<file path="src/rtl/uart_irq_pkg.sv">
package uart_irq_pkg;
  localparam int unsigned IRQ_RX  = 0;
  localparam int unsigned IRQ_TX  = 1;
  localparam int unsigned IRQ_ERR = 2;
  localparam int unsigned IRQ_TMO = 3;
  localparam int unsigned MAX_CHAR_BITS = 12;

  typedef struct packed {
    logic ovr;
    logic brk;
    logic par;
    logic frm;
  } err_flags_t;

  // start + data(5..8) + parity + stop(1..2)
  function automatic logic [3:0] char_bits(logic [1:0] dbits, logic par, logic two_stop);
    return 4'd7 + {2'b00, dbits} + {3'b000, par} + {3'b000, two_stop};
  endfunction
endpackage

</file>
<file path="src/rtl/uart_irq_level.sv">
module uart_irq_level #(
  parameter int unsigned DEPTH = 16,
  parameter int unsigned CNT_W = $clog2(DEPTH + 1)
) (
  input  logic             fifo_en_i,
  input  logic [CNT_W-1:0] rx_count_i,
  input  logic [CNT_W-1:0] tx_count_i,
  input  logic [CNT_W-1:0] rx_trig_i,
  input  logic [CNT_W-1:0] tx_trig_i,
  output logic             rx_req_o,
  output logic             tx_req_o,
  output logic             rx_full_o,
  output logic             tmo_arm_o
);
  localparam logic [CNT_W-1:0] FULL_CNT = CNT_W'(DEPTH);

  logic rx_nonempty;
  assign rx_nonempty = (rx_count_i != '0);

  always_comb begin
    if (fifo_en_i) begin
      rx_req_o  = (rx_count_i >= rx_trig_i);
      tx_req_o  = (tx_count_i <= tx_trig_i);
      rx_full_o = (rx_count_i == FULL_CNT);
    end else begin
      rx_req_o  = rx_nonempty;
      tx_req_o  = (tx_count_i == '0);
      rx_full_o = rx_nonempty;
    end
  end

  assign tmo_arm_o = fifo_en_i && rx_nonempty && (rx_count_i < rx_trig_i);
endmodule

</file>
<file path="src/rtl/uart_irq_timeout.sv">
module uart_irq_timeout
  import uart_irq_pkg::*;
#(
  parameter int unsigned OVS   = 16,
  parameter int unsigned WORDS = 3
) (
  input  logic       clk_i,
  input  logic       rst_ni,
  input  logic       arm_i,
  input  logic       restart_i,
  input  logic       tick_i,
  input  logic [1:0] data_bits_i,
  input  logic       parity_en_i,
  input  logic       two_stop_i,
  output logic       hit_o
);
  localparam int unsigned MAX_TICKS = WORDS * OVS * MAX_CHAR_BITS;
  localparam int unsigned TW        = $clog2(MAX_TICKS + 1);

  logic [TW-1:0] cnt_q;
  logic [TW-1:0] limit;
  logic [3:0]    bits;
  logic          at_limit;

  assign bits     = char_bits(data_bits_i, parity_en_i, two_stop_i);
  assign limit    = TW'(WORDS * OVS) * TW'(bits);
  assign at_limit = (cnt_q >= limit);

  always_ff @(posedge clk_i or negedge rst_ni) begin
    if (!rst_ni) begin
      cnt_q <= '0;
    end else if (!arm_i || restart_i) begin
      cnt_q <= '0;
    end else if (tick_i && !at_limit) begin
      cnt_q <= cnt_q + 1'b1;
    end
  end

  assign hit_o = arm_i && !restart_i && at_limit;
endmodule

</file>
<file path="src/rtl/uart_irq_err.sv">
module uart_irq_err
  import uart_irq_pkg::*;
(
  input  logic       clk_i,
  input  logic       rst_ni,
  input  logic       push_i,
  input  logic       full_i,
  input  logic       frm_i,
  input  logic       par_i,
  input  logic       brk_i,
  input  logic       ack_i,
  output err_flags_t flags_o,
  output err_flags_t flags_nxt_o
);
  err_flags_t flags_q;
  err_flags_t fresh;

  always_comb begin
    fresh.frm = push_i && frm_i;
    fresh.par = push_i && par_i;
    fresh.brk = push_i && brk_i;
    fresh.ovr = push_i && full_i;
    flags_nxt_o = (ack_i ? err_flags_t'('0) : flags_q) | fresh;
  end

  always_ff @(posedge clk_i or negedge rst_ni) begin
    if (!rst_ni) flags_q <= '0;
    else         flags_q <= flags_nxt_o;
  end

  assign flags_o = flags_q;
endmodule

</file>
<file path="src/rtl/uart_irq_gen.sv">
module uart_irq_gen
  import uart_irq_pkg::*;
#(
  parameter int unsigned DEPTH = 16,
  parameter int unsigned OVS   = 16,
  localparam int unsigned CNT_W = $clog2(DEPTH + 1)
) (
  input  logic             clk_i,
  input  logic             rst_ni,
  input  logic             fifo_en_i,
  input  logic [CNT_W-1:0] rx_count_i,
  input  logic [CNT_W-1:0] tx_count_i,
  input  logic [CNT_W-1:0] rx_trig_i,
  input  logic [CNT_W-1:0] tx_trig_i,
  input  logic [1:0]       data_bits_i,
  input  logic             parity_en_i,
  input  logic             two_stop_i,
  input  logic             baud_tick_i,
  input  logic             rx_push_i,
  input  logic             rx_pop_i,
  input  logic             frame_err_i,
  input  logic             parity_err_i,
  input  logic             break_i,
  input  logic             err_ack_i,
  input  logic [3:0]       mask_i,
  output logic             rx_irq_o,
  output logic             tx_irq_o,
  output logic             err_irq_o,
  output logic             tmo_o,
  output logic [3:0]       err_flags_o
);
  logic rx_req, tx_req, rx_full, tmo_arm, tmo_hit;
  err_flags_t flags_q, flags_nxt;

  uart_irq_level #(.DEPTH(DEPTH), .CNT_W(CNT_W)) u_level (
    .fifo_en_i (fifo_en_i),
    .rx_count_i(rx_count_i),
    .tx_count_i(tx_count_i),
    .rx_trig_i (rx_trig_i),
    .tx_trig_i (tx_trig_i),
    .rx_req_o  (rx_req),
    .tx_req_o  (tx_req),
    .rx_full_o (rx_full),
    .tmo_arm_o (tmo_arm)
  );

  uart_irq_timeout #(.OVS(OVS), .WORDS(3)) u_tmo (
    .clk_i      (clk_i),
    .rst_ni     (rst_ni),
    .arm_i      (tmo_arm),
    .restart_i  (rx_push_i || rx_pop_i),
    .tick_i     (baud_tick_i),
    .data_bits_i(data_bits_i),
    .parity_en_i(parity_en_i),
    .two_stop_i (two_stop_i),
    .hit_o      (tmo_hit)
  );

  uart_irq_err u_err (
    .clk_i      (clk_i),
    .rst_ni     (rst_ni),
    .push_i     (rx_push_i),
    .full_i     (rx_full),
    .frm_i      (frame_err_i),
    .par_i      (parity_err_i),
    .brk_i      (break_i),
    .ack_i      (err_ack_i),
    .flags_o    (flags_q),
    .flags_nxt_o(flags_nxt)
  );

  always_ff @(posedge clk_i or negedge rst_ni) begin
    if (!rst_ni) begin
      rx_irq_o  <= 1'b0;
      tx_irq_o  <= 1'b0;
      err_irq_o <= 1'b0;
      tmo_o     <= 1'b0;
    end else begin
      rx_irq_o  <= rx_req  && !mask_i[IRQ_RX];
      tx_irq_o  <= tx_req  && !mask_i[IRQ_TX];
      err_irq_o <= (|flags_nxt) && !mask_i[IRQ_ERR];
      tmo_o     <= tmo_hit && !mask_i[IRQ_TMO];
    end
  end

  assign err_flags_o = flags_q;
endmodule

</file>
<file path="config.mk">
export PLATFORM = sky130hd
export DESIGN_NAME = uart_irq_gen
export DESIGN_NICKNAME = d
export VERILOG_FILES = /design/src/rtl/uart_irq_pkg.sv /design/src/rtl/uart_irq_level.sv /design/src/rtl/uart_irq_timeout.sv /design/src/rtl/uart_irq_err.sv /design/src/rtl/uart_irq_gen.sv
export SDC_FILE = /design/constraint.sdc
export NUM_CORES = 1
export LEC_CHECK = 0
export ABC_CLOCK_PERIOD_IN_PS = 2200
export BUFFER_PORTS_ARGS = -buffer_cell sky130_fd_sc_hd__buf_2
export CAP_MARGIN = 40
export CORE_MARGIN = 3
export CORE_UTILIZATION = 45
export DETAILED_ROUTE_END_ITERATION = 6
export GPL_ROUTABILITY_DRIVEN = 0
export GPL_TIMING_DRIVEN = 0
export PLACE_DENSITY = 0.81
export SLEW_MARGIN = 20
export SYNTH_ARGS = -nofsm -noshare
export SYNTH_HDL_FRONTEND = slang
export SYNTH_SLANG_ARGS = --single-unit
</file>
<file path="constraint.sdc">
create_clock -name clk_i -period 2.2 [get_ports clk_i]
set_input_delay 0.22 -clock clk_i [delete_from_list [all_inputs] [get_ports clk_i]]
set_output_delay 0.22 -clock clk_i [all_outputs]
set_load 0.05 [all_outputs]
</file>
# Word level (Yosys, flattened, before mapping)
# Index checks and enable logic that the tools add are counted.
# totals
input_bits,38
ff_bits,18
wordCells,52
out_inout_bits,8
# classes
n_reduce_logical,26
bitwise_logic,1
add_sub_neg,4
multipliers,1
muxes,6
n_eq_ne,1
order_cmp,4
# ops
op,n
$mux 10,2
$logic_and 1x1->1,13
$add 10x1->10 const B,1
$ge 10x10->1,1
$add 4x1->4,2
$logic_not 1->1,7
$mul 2x4->6 const A,1
$eq 5x5->1 const B,1
$ge 5x5->1,1
$le 5x5->1,1
$logic_not 5->1,1
$lt 5x5->1,1
$reduce_bool 5->1,1
$add 3x2->4 const A,1
$mux 4,1
$or 4x4->4,1
$reduce_or 4->1,1
$mux 1,3
$logic_or 1x1->1,2
$reduce_bool 2->1,1

# Logic depth before layout (Yosys ltp)
# Gate-level depths: netlist of the first run.
# logic_depth
ltp_word,9
ltp_mapped,18
mapped_depth_nobuf,17

# Modules after synthesis
# A second synthesis of the first run with hierarchy kept.
# unflattened
cells_unflattened,173
area_unflattened_um2,1522.7
# by_module_without_submodules
module,area_per_inst_um2,cells_each,instances
uart_irq_timeout,920.9,101,1
uart_irq_level,309.0,46,1
uart_irq_err,157.7,16,1
uart_irq_gen,135.1,10,1

# Least setup slack after synthesis of the first run
# Ideal clock, no wire load.
# synth_timing
kind,input to register
from,input data_bits_i[0]
to,register u_tmo.cnt_q[7]
path_buffers,1
t_arrival_ps,3666
slack_ps,-1544
path_stages,17
required_ps,2123
cell_sequence,inv_1 ha_1 inv_1 ha_1 inv_1 fa_1 xor2_1 inv_1 fa_1 xor2_1 ha_1 a41o_1 a211oi_1 o21ai_1 buf_2 or3_1 a21oi_1
# synth_via
elab_chain_cells,8
# synth_lines
element,line,text
"start, declared",uart_irq_gen.sv:15,"input logic [1:0] data_bits_i,"
$add 3x2->4,uart_irq_pkg.sv:17,"return 4'd7 + {2'b00, dbits} + {3'b000, par} + {3'b000, two_stop};"
$add 4x1->4 (2 in a row),uart_irq_pkg.sv:17,
$mul 2x4->6,uart_irq_timeout.sv:26,assign limit = TW'(WORDS * OVS) * TW'(bits);
$ge 10x10->1,uart_irq_timeout.sv:27,assign at_limit = (cnt_q >= limit);
$logic_not 1->1,uart_irq_timeout.sv:34,end else if (tick_i && !at_limit) begin
$logic_and 1x1->1,uart_irq_timeout.sv:34,
$reduce_bool 2->1 (no source line),n/a,
"end signal, assigned",uart_irq_timeout.sv:35,cnt_q <= cnt_q + 1'b1;
"end, declared",uart_irq_timeout.sv:20,logic [TW-1:0] cnt_q;
# No other way between the ends.
# A chain may end at the register's enable or synchronous reset.

# Worst setup path after layout of the first run
# layout_timing
from,input data_bits_i[0]
to,register u_tmo.cnt_q[6]
# Same word-level chain as after synthesis.

==> results.cfg, run 1 <==
[final_layout]
fin_area_sq_um = 2050
drive_above_1_share_pct = 35.9
area_growth_pct = 37.3
diodes = 0
finalCoreUtilization_pct = 66.2
layout.nets = 298

[setup_path]
reg2reg_setup_slack_ns = -0.02
cp_max_fo = 3
critPathKind = in -> reg
cpMostUsedCell = ha_4
critPathLaunch = data_bits_i[0]
crit_path_end_kind = flop
path_cells = buf_8 -> inv_6 -> ha_4 -> inv_2 -> ha_4 -> inv_4 -> fa_1 -> buf_6 -> ha_4 -> o21bai_1 -> a21oi_1 -> xor2_1 -> ha_1 -> a21o_1 -> a211oi_2 -> o21ai_2 -> buf_4 -> or4_1 -> nand2_1
r2r_end = u_tmo.cnt_q[6]
reg2reg_from = u_tmo.cnt_q[5]
reg2reg_depth = 7
critPathMaxStageDelay_ns = 0.52
cpMaxStageDelayCell = fa_1
critPathArrivalTime_ns = 3.59
worstPathRequired_ns = 2.44
startpoint_type = input port

[logic_synthesis]
synth_top_area_share_pct = 30.1
ys_ff_latch = 18
synth_area_leaders = dfrtp_1, ha_1, inv_1
yosysUniqueCellTypes = 33
synth.cell_area_sq_um = 1500
syn_avg_cell_area_sq_um = 8.70
synth_fp_nets = 238
yosysWarnings = 0
seq_area_frac_synth_pct = 30.1
syn-instance-count = 172
yosys.area.top_type = dfrtp_1

[clock_tree]
insertion_delay_ns = 0.29
cts_buffers = 3
cts_tree = done
cts-root-buf = clkbuf_4
clockBufferDepth = 2
clk_pin_slew_ns = 0.09
cts.sinks = 18
h-tree-depth = 1

[floorplanning]
die_x_um = 63.7
initial_core_util_pct = 48.2
die-area_sq_um = 4050
ios = 46
num_rows = 20
die_y_um = 63.7
coreArea_sq_um = 3100

[global_route]
gr-usage-met3_pct = 1.96
met2_usage_pct = 31.0
grt_pass1_wl_um = 5570
antenna_found_initial = 0
grt_max_degree = 19
use_met1_pct = 19.2
grt_pass1_vias = 1402
top_usage_layer = met2
overflow = 0
track_usage_pct = 16.9

[status]
outcome = finished, violations left
violations = setup timing

[hold_path]
whs_endpoint = tmo_o
min_path_type = in -> reg
worstHoldStart = mask_i[3]
min_path_cells = 2

[pwr]
power-per-cell-area_nw_per_um2 = 457
leakage_uw = 0.00104
peakVddDrop_uv = 223

[drt]
routed_wirelength_um = 3210
drc = 0
initialDrtViolationCount = 17
dr_total_vias = 1406
via_per_inst = 5.11
wl_per_cell_um = 11.7
ant_nets = 0
drtPass1Iterations = 4

[sta]
holdWs_ns = 0.0668
finalSetupViolations = 11
tightest_slew_ns = 0.543
grt_setup_unrepaired = yes
drv_slew = 0
finalCritPeriodShare_pct = 153
fin_ws_ns = -1.16
post-route-min-period_ns = 3.36
hold_viol = 0
max_freq_mhz = 298
finClkSkew_ns = 0.00294
relSlewSlack_pct = 63.8

[placement]
io_buffers = 45
dpl.hpwl_um = 2560
place_ws_ns = -1.69
place_area_sq_um = 1840

[job]
drv_cap = 0
## cells in the mapped netlist
master,instances
and3_1,2
ha_1,25
or4_1,2
o211ai_1,2
xnor2_1,1
or3_1,7
o41a_1,1
buf_2,1
and4_1,1
nand4_1,3
a21oi_1,12
nor2b_1,2
a41o_1,1
dfrtp_1,18
or2_1,1
buf_6,1
nand3_1,9
nor3_1,3
a211oi_2,1
o21ai_1,3
o21bai_1,2
nor3b_1,1
a21o_1,1
inv_1,32
nand2_1,7
nor2_1,7
a211oi_1,1
o21ai_0,14
nor4bb_1,1
o22ai_1,2
xor2_1,4
a221oi_1,1
fa_1,3
## flip-flops by register name (all words and copies together), names as in the netlist
name           count
err_irq_o          1
rx_irq_o           1
tmo_o              1
tx_irq_o           1
u_err.flags_o      4
u_tmo.cnt_q       10
## cells by family (layout without fill, tap and decap cells)
| family | after synthesis | after routing | share of synthesized area, % |
|---|---|---|---|
| fa+ha+maj | 28 | 28 | 24.9 |
| xor+xnor | 5 | 5 | 2.93 |
| buf+inv | 34 | 93 | 9.11 |
| simple gates | 46 | 46 | 16.6 |
| compound gates | 41 | 41 | 16.4 |
| flops | 18 | 18 | 30.1 |
## layout make-up
type | count | area (sq um)
Clock buffer | 4 | 36.3
Tap cell | 44 | 55.1
Fill cell | 277 | 1050
Buffer | 2 | 22.5
Timing Repair Buffer | 55 | 330
Multi-Input combinational cell | 120 | 1020
Sequential cell | 18 | 450
Inverter | 32 | 140
## worst max-delay path, delay by kind of cell
family                   cells  cell delay, ns
adder cells (fa/ha/maj)      5            1.26
AND/OR/NAND/NOR              2            0.46
XOR/XNOR                     1            0.17
buffers and inverters        6            0.56
AO/OA/AOI/OAI                5            0.92
## stage by stage
| step | cells | power (uW) | setup TNS, ns |
|---|---|---|---|
| after floorplan | 172 | 583 | -11.58 |
| after global placement | 261 | 677 | -15.38 |
| after detailed placement | 261 | 690 | -16.16 |
| after CTS | 273 | 939 | -10.63 |
| after global routing | 275 | 1020 | -12.78 |
| final | 275 | 939 | -11.20 |
## where the power goes
part	switching (uW)	internal, uW	leakage (uW)	total (uW)
Combinational	217	174	0.000782	392
Sequential	4.92	342	0.000240	347
Clock	98.9	101	0.0000210	200
## layer usage
layer | up-vias | routed length [um] | part of all wire [%]
met5 | - | 0 | 0
met4 | 0 | 66 | 2.1
met3 | 7 | 145 | 4.5
met2 | 43 | 1710 | 53
met1 | 641 | 1280 | 40
li1 | 715 | - | -
## worst max-delay path by stage
stage / end / slack, ns / cells after the start
6_report: u_tmo.cnt_q[6] / -1.16 / 19
5_1_grt: u_tmo.cnt_q[3] / -1.28 / 19
4_1_cts: u_tmo.cnt_q[3] / -1.13 / 18
3_5_place_dp: u_tmo.cnt_q[7] / -1.69 / 19
3_3_place_gp: u_tmo.cnt_q[7] / -1.60 / 19
2_1_floorplan: u_tmo.cnt_q[7] / -1.24 / 18
## cell usage in the layout (no fill, tap or decap), types with 3 or more instances in the layout
cell / n
o21ai_1: 3
ha_4: 3
nor3_1: 3
a21oi_1: 8
buf_4: 7
nor2_1: 7
inv_1: 27
xor2_1: 3
nand2_1: 7
a21oi_2: 4
nand3_1: 8
ha_1: 21
buf_6: 4
clkbuf_4: 3
buf_2: 43
dfrtp_1: 18
o21ai_0: 13
or3_1: 5
nand4_1: 3
## timing repair
action                                  CTS  global route
endpoints found under the setup margin   11            11
setup buffers                             7             2
pin swaps                                17            10
gates resized for setup                  11            11
hold endpoints to repair                 18             0
hold buffers                              1             0
Power figures use the tool's default switching activity.
==> run 2: changes to the inputs <==
- ABC_CLOCK_PERIOD_IN_PS: 2200 -> 2760
- CTS_CLUSTER_SIZE: default -> 40
- PLACE_DENSITY: 0.81 -> 0.74
- clock period: 2.2 -> 2.76 ns (I/O delays scaled with it)
==> run 2 against run 1 <==
The flow still finishes with violations (setup timing). Routed wire length up 0.62%. Clock skew about the same. Sequential cell count unchanged. Sequential share of layout area about the same. Largest power group unchanged. Critical path type unchanged. Sequential power down 20%. Global-route usage up 0.49 points. Final area about the same. Critical endpoint unchanged. First-iteration DRC count down 5.9%. Worst setup slack better by 0.48 ns. Cell count up 1.5%.
==> results.cfg, run 2 (same netlist as run 1, synthesis figures left out) <==
[status]
outcome = finished, violations left
violations = setup timing

[drt]
dr_total_vias = 1402
via_per_inst = 5.03
routed_wirelength_um = 3230
ant_nets = 0
wl_per_cell_um = 11.6
drtPass1Iterations = 4
drc = 0
initialDrtViolationCount = 16

[placement]
io_buffers = 45
dpl.hpwl_um = 2540
place_ws_ns = -1.17

[pwr]
p_sw_uw = 259
peakVddDrop_uv = 302
power-per-cell-area_nw_per_um2 = 369
power_frac_comb_pct = 42.2
internal_power_uw = 499
p_sw_share_pct = 34.1
p_total_uw = 758
p_seq_share_pct = 36.6
leakage_uw = 0.00106
clkPwrFrac_pct = 21.3

[setup_path]
reg2reg_from = u_tmo.cnt_q[5]
crit_end = u_tmo.cnt_q[6]
worstPathRequired_ns = 3.00
r2r_end = u_tmo.cnt_q[6]
cp_max_fo = 3
crit_path_end_kind = flop
critPathArrivalTime_ns = 3.68
reg2reg_setup_slack_ns = 0.55
critPathKind = in -> reg
startpoint_type = input port
reg2reg_depth = 7
critPathLaunch = data_bits_i[0]

[final_layout]
seqCellArea_sq_um = 450
fillers = 275
finalCoreUtilization_pct = 66.3
drive_above_1_share_pct = 37.4
largest_reg_flops = 10
layout.nets = 302
multi_input_area_sq_um = 1000
area_growth_pct = 37.4
diodes = 0
layout_common_cells = buf_2, inv_1, ha_1
regMostFlops = u_tmo.cnt_q
final_common_cell = buf_2

[sta]
grt_setup_unrepaired = yes
max_freq_mhz = 291
relSlewSlack_pct = 65.9
hold_viol = 0
drv_slew = 0
post-route-min-period_ns = 3.43
finalSetupViolations = 11
finClkSkew_ns = 0.00321
finalCritPeriodShare_pct = 124
tightest_slew_ns = 0.512
fin_ws_ns = -0.673

[global_route]
antenna_found_initial = 0
grt_pass1_vias = 1397
grt_pass1_wl_um = 5780
overflow = 0
track_usage_pct = 17.4
grt_max_degree = 19

[clock_tree]
h-tree-depth = 1
cts.sinks = 18
clk_pin_slew_ns = 0.10
insertion_delay_ns = 0.30
clockBufferDepth = 2
cts_buffers = 3
cts_tree = done
cts-root-buf = clkbuf_4

[floorplanning]
initial_core_util_pct = 48.2
num_rows = 20
die_x_um = 63.7
die_y_um = 63.7
coreArea_sq_um = 3100
ios = 46
die-area_sq_um = 4050

[hold_path]
min_path_type = in -> reg

[job]
drv_cap = 0
## run 2: layout make-up
| class | count | area share [%] |
|---|---|---|
| Inverter | 32 | 6.70 |
| Buffer | 2 | 1.10 |
| Timing Repair Buffer | 59 | 17.2 |
| Tap cell | 44 | 2.68 |
| Multi-Input combinational cell | 120 | 48.7 |
| Sequential cell | 18 | 21.9 |
| Clock buffer | 4 | 1.77 |
## run 2: worst min path at each step
stage                    from              to  cells after the start
finish              mask_i[0]        rx_irq_o                      2
global route        mask_i[0]        rx_irq_o                      2
CTS                 mask_i[0]        rx_irq_o                      2
detailed placement     rst_ni  u_tmo.cnt_q[9]                      1
global placement       rst_ni  u_tmo.cnt_q[9]                      1
floorplan              rst_ni       err_irq_o                      0
## run 2: what timing repair did
item                                    in CTS  in global routing
buffers inserted                             9                  4
endpoints found under the setup margin      11                 11
resized for setup                            8                 12
pin swaps                                   16                 11
hold buffers                                 1                  0
endpoints found under the hold margin       18                  0
## run 2: power by group through the flow
stage	logic [uW]	clock network (uW)	registers (uW)
2_1_floorplan	150	0	314
3_3_place_gp	259	0	282
3_5_place_dp	269	0	281
4_1_cts	304	165	277
5_1_grt	362	183	278
6_report	320	161	277
## run 2: metrics by stage
step | hold WS (ns) | instance area, sq um | setup TNS, ns | std cells
after floorplan | -0.0196 | 1560 | -6.04 | 172
after global placement | 0.219 | 1840 | -9.88 | 261
final | 0.113 | 2060 | -5.86 | 279
after CTS | 0.109 | 1990 | -5.90 | 275
after global routing | 0.108 | 2060 | -7.31 | 279
after detailed placement | 0.223 | 1840 | -10.64 | 261
## run 2: worst max-delay path: stages
cell	delay (ns)
buf_6	0.10
inv_4	0.05
ha_4	0.19
inv_2	0.06
ha_4	0.13
inv_4	0.04
fa_1	0.52
buf_4	0.16
ha_1	0.16
o21bai_1	0.16
a21oi_1	0.18
xor2_1	0.17
ha_1	0.27
a21o_1	0.20
a211oi_2	0.27
o21ai_2	0.10
buf_4	0.16
or4_4	0.41
nand2_2	0.08
## run 2: layer usage
layer  vias up  global-route usage [%]  routed length (um)
met5         -                       0                   0
met4         0                    5.39                  30
met3         3                    1.78                 133
met2        34                    31.3                1640
met1       636                    21.7                1420
li1        729                       -                   -
==> run 3: changes to the inputs <==
- ABC_AREA: default -> 1
- PLACE_DENSITY: 0.74 -> 0.73
==> run 3 against run 2 <==
The flow still finishes with violations (setup timing). Total power up 9.3%. Worst setup slack better by 0.33 ns. Critical endpoint is now u_tmo.cnt_q[0]. Worst hold slack better by 0.050 ns. First-iteration DRC count up 140%. Core utilization up 1.5 points. Sequential power about the same. Cell count up 24%. Synthesized area up 15%.
==> results.cfg, run 3 <==
[status]
outcome = finished, violations left
violations = setup timing

[logic_synthesis]
ys_top_cells_by_count = nand2_1, inv_1, nor2_1
yosysMostFrequentCell = nand2_1
synth.cell_area_sq_um = 1720
yosysWarnings = 0
ys_ff_latch = 18
syn-instance-count = 244
yosys_most_used_dff = dfrtp_1
yosysUniqueCellTypes = 24
yosys.area.top_type = dfrtp_1
seq_area_frac_synth_pct = 26.2
synth_area_leaders = dfrtp_1, ha_1, nand2_1
syn_avg_cell_area_sq_um = 7.04
synth_edf_count = 0
async_reset_ff_share_pct = 100
synth_top_area_share_pct = 26.2
synth_fp_nets = 310

[global_route]
grt_pass1_vias = 1509
antenna_found_initial = 0
track_usage_pct = 19.0
overflow = 0
grt_pass1_wl_um = 6610
grt_max_degree = 19

[floorplanning]
initial_core_util_pct = 49.2
num_rows = 21
die_y_um = 67.8
ios = 46
die-area_sq_um = 4590
die_x_um = 67.8
coreArea_sq_um = 3490

[setup_path]
critPathKind = in -> reg
r2r_end = u_tmo.cnt_q[0]
crit_path_end_kind = flop
critPathArrivalTime_ns = 3.25
reg2reg_depth = 11
reg2reg_setup_slack_ns = 1.00
startpoint_type = input port
cp_max_fo = 5
worstPathRequired_ns = 2.91
reg2reg_from = u_tmo.cnt_q[9]

[pwr]
power-per-cell-area_nw_per_um2 = 350
peakVddDrop_uv = 208
leakage_uw = 0.00126
p_total_uw = 829

[sta]
grt_setup_unrepaired = yes
tightest_slew_ns = 0.426
fin_ws_ns = -0.340
finalSetupViolations = 11
holdWs_ns = 0.163
post-route-min-period_ns = 3.10
finClkSkew_ns = 0.00114
drv_slew = 0
max_freq_mhz = 323
finalCritPeriodShare_pct = 112
relSlewSlack_pct = 71.6
hold_viol = 0
fin_setup_tns_ns = -3.44

[clock_tree]
clockBufferDepth = 2
cts_buffers = 3
cts-root-buf = clkbuf_8
clk_pin_slew_ns = 0.07
h-tree-depth = 1
cts_tree = done
cts.sinks = 18
insertion_delay_ns = 0.25

[hold_path]
min_path_cells = 2
min_path_type = in -> reg
whs_endpoint = tx_irq_o
worstHoldStart = mask_i[1]

[final_layout]
regMostFlops = u_tmo.cnt_q
final_common_cell = nand2_1
drive_above_1_share_pct = 33.2
area_growth_pct = 37.9
layout.nets = 368
fillers = 307
layout_common_cells = nand2_1, buf_2, inv_1
diodes = 0
largest_reg_flops = 10

[placement]
dpl.hpwl_um = 3060
io_buffers = 45

[drt]
drc = 0
initialDrtViolationCount = 39
via_per_inst = 4.66
drtPass1Iterations = 4
wl_per_cell_um = 11.2
routed_wirelength_um = 3880
dr_total_vias = 1618
ant_nets = 0

[job]
drv_cap = 0
## run 3: cell count changes after synthesis, moves of 3 or more
| cell | change |
|---|---|
| a21oi_1 | -7 |
| inv_1 | +15 |
| nand2_1 | +59 |
| nand2_2 | +4 |
| nand3_1 | +9 |
| nor2_1 | +22 |
| o21ai_0 | -12 |
| o21ai_1 | -3 |
| or3_1 | -7 |
## run 3: area by class of cell
| cell class | count | area [sq um] | share of cell area [%] |
|---|---|---|---|
| Clock buffer | 4 | 55.1 | 2.32 |
| Tap cell | 46 | 57.6 | 2.43 |
| Multi-Input combinational cell | 177 | 1260 | 53.1 |
| Inverter | 47 | 196 | 8.29 |
| Timing Repair Buffer | 52 | 320 | 13.5 |
| Sequential cell | 18 | 450 | 19.0 |
| Buffer | 3 | 31.3 | 1.32 |
## run 3: metrics by stage
stage	worst slack [ns]	std cells	cell area [sq um]	utilization, %
floorplan	-0.365	244	1830	-
global placement	-0.724	335	2110	60.5
detailed placement	-0.757	335	2110	60.5
CTS	-0.307	347	2330	66.8
global route	-0.539	347	2370	67.8
finish	-0.340	347	2370	67.8
## run 3: cell families (layout without fill, tap and decap cells)
| kind of cell | Yosys count | after routing | synth area share, % |
|---|---|---|---|
| simple gates | 128 | 129 | 32.2 |
| buf+inv | 50 | 106 | 11.5 |
| fa+ha+maj | 28 | 28 | 21.7 |
| flops | 18 | 18 | 26.2 |
| compound gates | 12 | 12 | 4.30 |
| xor+xnor | 8 | 8 | 4.08 |
## run 3: report_power, final
part	internal, uW	switching, uW
clock network	127	91.9
registers	273	4.22
logic	143	190
## run 3: repair_timing
item | CTS | global route
setup endpoints to repair | 11 | 11
gates cloned | 2 | 0
pin swaps | 14 | 8
endpoints found under the hold margin | 18 | 0
gates resized for setup | 16 | 11
hold buffers | 1 | 0
buffers inserted | 5 | 0
## run 3: how the worst max path moves through the flow
| stage | from | end | slack (ns) | cells past startpoint |
|---|---|---|---|---|
| finish | two_stop_i | u_tmo.cnt_q[0] | -0.34 | 20 |
| global route | two_stop_i | u_tmo.cnt_q[6] | -0.54 | 20 |
| CTS | two_stop_i | u_tmo.cnt_q[0] | -0.31 | 20 |
| detailed placement | two_stop_i | u_tmo.cnt_q[0] | -0.76 | 21 |
| global placement | two_stop_i | u_tmo.cnt_q[9] | -0.72 | 21 |
| floorplan | two_stop_i | u_tmo.cnt_q[2] | -0.37 | 20 |
## run 3: critical path, cell delays in order
cell and delay (ns):
buf_8 0.09, inv_12 0.03, ha_4 0.23, inv_4 0.05, ha_4 0.12, inv_4 0.04, fa_1 0.53, ha_2 0.18
inv_2 0.04, fa_2 0.34, xor2_1 0.17, ha_1 0.29, nand2_1 0.07, nor2_1 0.09, nand4_1 0.17, nand3_4 0.17
buf_6 0.16, nand2_8 0.07, nand2_2 0.07, nand2_2 0.05
## run 3: layer usage
metal / GRT usage, % / vias to the layer above / wire length [um]
met2: 32.2 / 26 / 1910
met5: 0 / - / 0
met3: 2.00 / 4 / 114
li1: - / 872 / -
met1: 25.3 / 716 / 1810
met4: 5.96 / 0 / 43
